==> config.mk <==
export PLATFORM = sky130hd
export DESIGN_NAME = port_pkt_gate
export DESIGN_NICKNAME = d
export VERILOG_FILES = /design/src/rtl/port_pkt_gate_pkg.sv /design/src/rtl/pkt_fail_tracker.sv /design/src/rtl/pkt_rx_admit.sv /design/src/rtl/pkt_tx_policy.sv /design/src/rtl/port_pkt_gate.sv
export SDC_FILE = /design/constraint.sdc
export NUM_CORES = 1
export LEC_CHECK = 0
export CAP_MARGIN = 20
export CORE_MARGIN = 1.5
export CORE_UTILIZATION = 25
export DETAILED_ROUTE_END_ITERATION = 12
export PLACE_DENSITY = 0.73
export SETUP_SLACK_MARGIN = 0.5
export SYNTH_ARGS = -nofsm -noshare
export SYNTH_HDL_FRONTEND = slang
export SYNTH_SLANG_ARGS = --single-unit
==> constraint.sdc <==
create_clock -name clk_i -period 1.94 [get_ports clk_i]
set_input_delay 0.388 -clock clk_i [delete_from_list [all_inputs] [get_ports clk_i]]
set_output_delay 0.388 -clock clk_i [all_outputs]
set_load 0.02 [all_outputs]
==> src/rtl/port_pkt_gate_pkg.sv <==
package port_pkt_gate_pkg;
  typedef enum logic [1:0] {
    POL_CONTINUE  = 2'b00,
    POL_DROP_NACK = 2'b01,
    POL_STALL     = 2'b10,
    POL_DROP_ALL  = 2'b11
  } fail_policy_e;
endpackage

==> src/rtl/pkt_fail_tracker.sv <==
module pkt_fail_tracker #(
  parameter int CNT_W = 8
) (
  input  logic             clk_i,
  input  logic             rst_ni,
  input  logic [CNT_W-1:0] err_cnt_i,
  input  logic [CNT_W-1:0] fail_thresh_i,
  input  logic             fail_clr_i,
  output logic             over_o,
  output logic             fail_enc_o
);
  logic fail_q;

  assign over_o = (err_cnt_i >= fail_thresh_i);

  // clear wins; a still-high count re-sets on the following cycle
  always_ff @(posedge clk_i or negedge rst_ni) begin
    if (!rst_ni)         fail_q <= 1'b0;
    else if (fail_clr_i) fail_q <= 1'b0;
    else if (over_o)     fail_q <= 1'b1;
  end

  assign fail_enc_o = fail_q;
endmodule

==> src/rtl/pkt_rx_admit.sv <==
module pkt_rx_admit (
  input  logic rx_en_i,
  input  logic lockout_i,
  input  logic rx_valid_i,
  input  logic rx_maint_i,
  output logic rx_accept_o,
  output logic rx_reject_o
);
  logic ok;

  assign ok          = !lockout_i && (rx_en_i || rx_maint_i);
  assign rx_accept_o = rx_valid_i && ok;
  assign rx_reject_o = rx_valid_i && !ok;
endmodule

==> src/rtl/pkt_tx_policy.sv <==
module pkt_tx_policy
  import port_pkt_gate_pkg::*;
(
  input  logic         clk_i,
  input  logic         rst_ni,
  input  logic         tx_en_i,
  input  logic         lockout_i,
  input  fail_policy_e policy_i,
  input  logic         over_i,
  input  logic         fail_enc_i,
  input  logic         drop_clr_i,
  input  logic         tx_valid_i,
  input  logic         tx_maint_i,
  input  logic         tx_retry_i,
  output logic         tx_allow_o,
  output logic         tx_drop_o,
  output logic         tx_stall_o,
  output logic         pkt_dropped_o
);
  logic eligible, discard, dropped_q;

  assign eligible = !lockout_i && (tx_en_i || tx_maint_i);

  always_comb begin
    tx_stall_o = 1'b0;
    discard    = 1'b0;
    unique case (policy_i)
      POL_CONTINUE:  ;
      POL_DROP_NACK: discard = over_i && tx_retry_i;
      POL_STALL:     tx_stall_o = fail_enc_i;
      POL_DROP_ALL:  discard = fail_enc_i;
      default:       ;
    endcase
  end

  assign tx_drop_o  = tx_valid_i && eligible && discard;
  assign tx_allow_o = tx_valid_i && eligible && !discard && !tx_stall_o;

  // set beats write-one-to-clear
  always_ff @(posedge clk_i or negedge rst_ni) begin
    if (!rst_ni)        dropped_q <= 1'b0;
    else if (tx_drop_o) dropped_q <= 1'b1;
    else if (drop_clr_i) dropped_q <= 1'b0;
  end

  assign pkt_dropped_o = dropped_q;
endmodule

==> src/rtl/port_pkt_gate.sv <==
module port_pkt_gate
  import port_pkt_gate_pkg::*;
#(
  parameter int CNT_W = 8
) (
  input  logic             clk_i,
  input  logic             rst_ni,
  input  logic             rx_en_i,
  input  logic             tx_en_i,
  input  logic             lockout_i,
  input  logic [1:0]       policy_i,
  input  logic [CNT_W-1:0] err_cnt_i,
  input  logic [CNT_W-1:0] fail_thresh_i,
  input  logic             fail_clr_i,
  input  logic             drop_clr_i,
  input  logic             rx_valid_i,
  input  logic             rx_maint_i,
  input  logic             tx_valid_i,
  input  logic             tx_maint_i,
  input  logic             tx_retry_i,
  output logic             rx_accept_o,
  output logic             rx_reject_o,
  output logic             tx_allow_o,
  output logic             tx_drop_o,
  output logic             tx_stall_o,
  output logic             fail_enc_o,
  output logic             pkt_dropped_o
);
  logic over;

  pkt_fail_tracker #(.CNT_W(CNT_W)) u_fail (
    .clk_i         (clk_i),
    .rst_ni        (rst_ni),
    .err_cnt_i     (err_cnt_i),
    .fail_thresh_i (fail_thresh_i),
    .fail_clr_i    (fail_clr_i),
    .over_o        (over),
    .fail_enc_o    (fail_enc_o)
  );

  pkt_rx_admit u_rx (
    .rx_en_i     (rx_en_i),
    .lockout_i   (lockout_i),
    .rx_valid_i  (rx_valid_i),
    .rx_maint_i  (rx_maint_i),
    .rx_accept_o (rx_accept_o),
    .rx_reject_o (rx_reject_o)
  );

  pkt_tx_policy u_tx (
    .clk_i         (clk_i),
    .rst_ni        (rst_ni),
    .tx_en_i       (tx_en_i),
    .lockout_i     (lockout_i),
    .policy_i      (fail_policy_e'(policy_i)),
    .over_i        (over),
    .fail_enc_i    (fail_enc_o),
    .drop_clr_i    (drop_clr_i),
    .tx_valid_i    (tx_valid_i),
    .tx_maint_i    (tx_maint_i),
    .tx_retry_i    (tx_retry_i),
    .tx_allow_o    (tx_allow_o),
    .tx_drop_o     (tx_drop_o),
    .tx_stall_o    (tx_stall_o),
    .pkt_dropped_o (pkt_dropped_o)
  );
endmodule

==> flow_metrics.py <==
metrics = {
    "outcome": {
        "run_status": "finished, violations left",
        "violations": "setup timing",
    },
    "setup_path": {
        "path_cells": "buf_6 > ha_4 > nand2b_4 > a2111o_1 > a31oi_4 > o211a_1 > buf_6",
        "cp-start-kind": "input pin",
        "worstSetupEndpointType": "output pin",
        "cp_top_family": "compound AO/OA/AOI/OAI gates",
        "cp_slowest_cell": "a2111o_1",
        "crit_arrival_ps": 1770,
        "reg2reg_depth": 5,
        "path_buf_inv": 2,
        "r2r_slack_ps": 860,
        "cpPeakStageDelay_ps": 420,
        "r2r_end": "u_tx.pkt_dropped_o",
        "critPathRequiredTime_ps": 1550,
        "crit_top_cell": "buf_6",
        "timing.rr.start": "u_fail.fail_enc_o",
        "cp_max_fo": 2,
        "worstSetupPathType": "in2out",
    },
    "placed_design": {
        "port_buffers": 36,
        "place_hpwl_um": 958,
        "place_congestion": 0.667,
    },
    "floorplanning": {
        "die_w_um": 41.4,
        "design.die.area_sq_um": 1720,
        "num_io_pins": 37,
        "die_h_um": 41.4,
        "initial_core_util_pct": 27.7,
        "rows": 13,
        "core_sq_um": 1330,
    },
    "power": {
        "powerDensity_nw_per_um2": 369,
        "p_int_uw": 271,
        "total_power_uw": 402,
        "p_clk_share_pct": 23.4,
        "power.switching_uw": 131,
        "swShare_pct": 32.6,
        "ir_worst_vdd_mv": 0.249,
        "power_frac_seq_pct": 11.7,
        "leakagePower_nw": 0.517,
        "power_frac_comb_pct": 64.9,
    },
    "route": {
        "m1WireLength_um": 638,
        "wl_per_cell_um": 12.7,
        "route.top_layer_used": "met4",
        "drc": 0,
        "ant_nets": 0,
        "vias": 556,
        "via_per_inst": 4.56,
        "met3_length_um": 97,
        "wl_met2_um": 799,
        "drtPass1Iterations": 4,
        "wirelength_mm": 1.56,
        "initialDrtViolationCount": 8,
    },
    "synthesis": {
        "avgSynthCellArea_sq_um": 7.53,
        "synthCells": 49,
        "syn_nets": 87,
        "ys_seq_area_share_pct": 13.6,
        "synth_area_sq_um": 369,
        "synth_mux_area_share_pct": 0,
        "synth_cell_type_count": 20,
        "yosys.area_share.simple_pct": 22.0,
        "yosys_warnings": 0,
        "synth_compound_area_share_pct": 26.1,
        "synthAdderAreaFrac_pct": 27.1,
        "synth-xor-area-share_pct": 0,
        "ys_ff_latch": 2,
        "synth_top_family_by_area": "adder cells",
    },
    "hold_path": {
        "hp-class": "in2async",
    },
    "global_route": {
        "antenna_found_initial": 0,
        "grt_max_degree": 5,
        "grt_pass1_wl_mm": 2.70,
        "overflow": 0,
        "grt_pass1_vias": 624,
        "grt_usage_pct": 20.3,
    },
    "timing": {
        "period_share_pct": 111,
        "clock_skew_ps": 1.94,
        "setup_viol": 2,
        "tns_ps": -427,
        "hold_violations": 0,
        "grt_setup_unrepaired": "yes",
        "setup_ws_ps": -214,
        "drv_slew": 0,
        "worst_slew_pin_slew_ps": 287,
        "slew_headroom_pct": 80.8,
        "max_freq_ghz": 0.464,
        "min_period_ps": 2150,
    },
    "run": {
        "drv_cap": 0,
    },
    "clock_tree": {
        "clock-sinks": 2,
        "cts_max_path_buffers": 2,
        "cts-root-buf": "clkbuf_4",
        "clk_pin_slew_ps": 30,
        "cts_tree": "yes",
        "clock_latency_ps": 230,
        "cts_buffers": 3,
        "htreeDepth": 1,
    },
    "final_layout": {
        "fin_nets": 147,
        "ff_latch_area_sq_um": 50.0,
        "multi_input_area_sq_um": 439,
        "fill_cells": 79,
        "drive_above_1_share_pct": 62.6,
        "n_antenna_cell": 0,
        "area_growth_pct": 195,
    },
}
[per-stage QoR]
stage                     util [%]  std cells  area, sq um  setup slack, ps  hold slack [ps]
after CTS                     79.6        122         1060             -209              320
after floorplan                  -         49          387            -14.8             92.4
after global placement        61.4        107          818            -1080              540
after detailed placement      61.4        107          818            -1090              538
after global routing          81.6        122         1090             -259              320
final                         81.6        122         1090             -214              326
[layout by cell type, fill, tap and decap left out, types with 3 or more instances in the layout]
cell	instances
clkbuf_2	3
dlygate4sd2_1	11
inv_1	6
ha_2	3
clkdlybuf4s15_1	4
buf_6	16
ha_4	5
clkbuf_4	3
clkdlybuf4s50_1	7
inv_2	3
buf_4	11
[what timing repair did]
item | in CTS | in global routing
pin swaps | 16 | 10
setup buffers | 12 | 0
hold buffers | 0 | 0
setup endpoints to repair | 9 | 7
gates resized for setup | 112 | 17
[routing by layer]
layer | GRT usage (%) | up-vias
li1 | - | 287
met1 | 23.2 | 242
met2 | 35.3 | 25
met3 | 4.35 | 2
met4 | 9.68 | 0
met5 | 0 | -
[power groups by stage]
stage	sequential, mW	clock (mW)	combinational [mW]
floorplan	0.0503	0	0.0604
global placement	0.0471	0	0.163
detailed placement	0.0471	0	0.167
CTS	0.0465	0.0984	0.246
global route	0.0472	0.105	0.280
finish	0.0469	0.0940	0.261
[cells in the mapped netlist (all sizes together)]
cell type,instances,area [sq um]
dfrtp,2,50.1
a31oi,2,18.8
o21ai,3,15.0
inv,11,41.3
nand3,1,5.00
o2111ai,1,8.76
ha,8,100
nand2b,3,28.8
nand2,3,11.3
o211a,1,10.0
a2111o,1,11.3
nand3b,1,7.51
nor2,4,15.0
a21oi,5,25.0
and2,1,6.26
nor3b,1,7.51
o21bai,1,7.51
[final cells by class]
class,instances,share of cell area [%]
flip-flops and latches,2,4.60
inverters,11,4.48
clock buffers,3,2.07
multi-input cells,36,40.3
well taps,15,1.72
repair buffers,55,46.8
[kinds of logic (layout without fill, tap and decap cells)]
group                    after synthesis  in the layout
AO/OA/AOI/OAI                         14             14
adder cells (fa/ha/maj)                8              8
buffers and inverters                 11             69
flip-flops                             2              2
AND/OR/NAND/NOR                       14             14
[worst max-delay path by stage]
stage / start / end / slack, ps / cells past startpoint
3_5_place_dp: err_cnt_i[0] / tx_allow_o / -1090 / 8
6_report: fail_thresh_i[0] / tx_allow_o / -210 / 7
2_1_floorplan: fail_thresh_i[0] / tx_allow_o / -10 / 5
4_1_cts: err_cnt_i[0] / tx_drop_o / -210 / 9
3_3_place_gp: err_cnt_i[0] / tx_allow_o / -1080 / 8
5_1_grt: fail_thresh_i[0] / tx_allow_o / -260 / 7
[registers in the layout, summed over array words and instances (netlist names)]
register	flops
u_fail.fail_enc_o	1
u_tx.pkt_dropped_o	1
[worst register-to-register path: stages (launching register included)]
cell	delay, ps
dfrtp_1	390
nand2_2	80
buf_6	120
o2111ai_2	130
a31oi_1	180
a21oi_1	60
No activity file was read; power rests on OpenSTA's default activity.
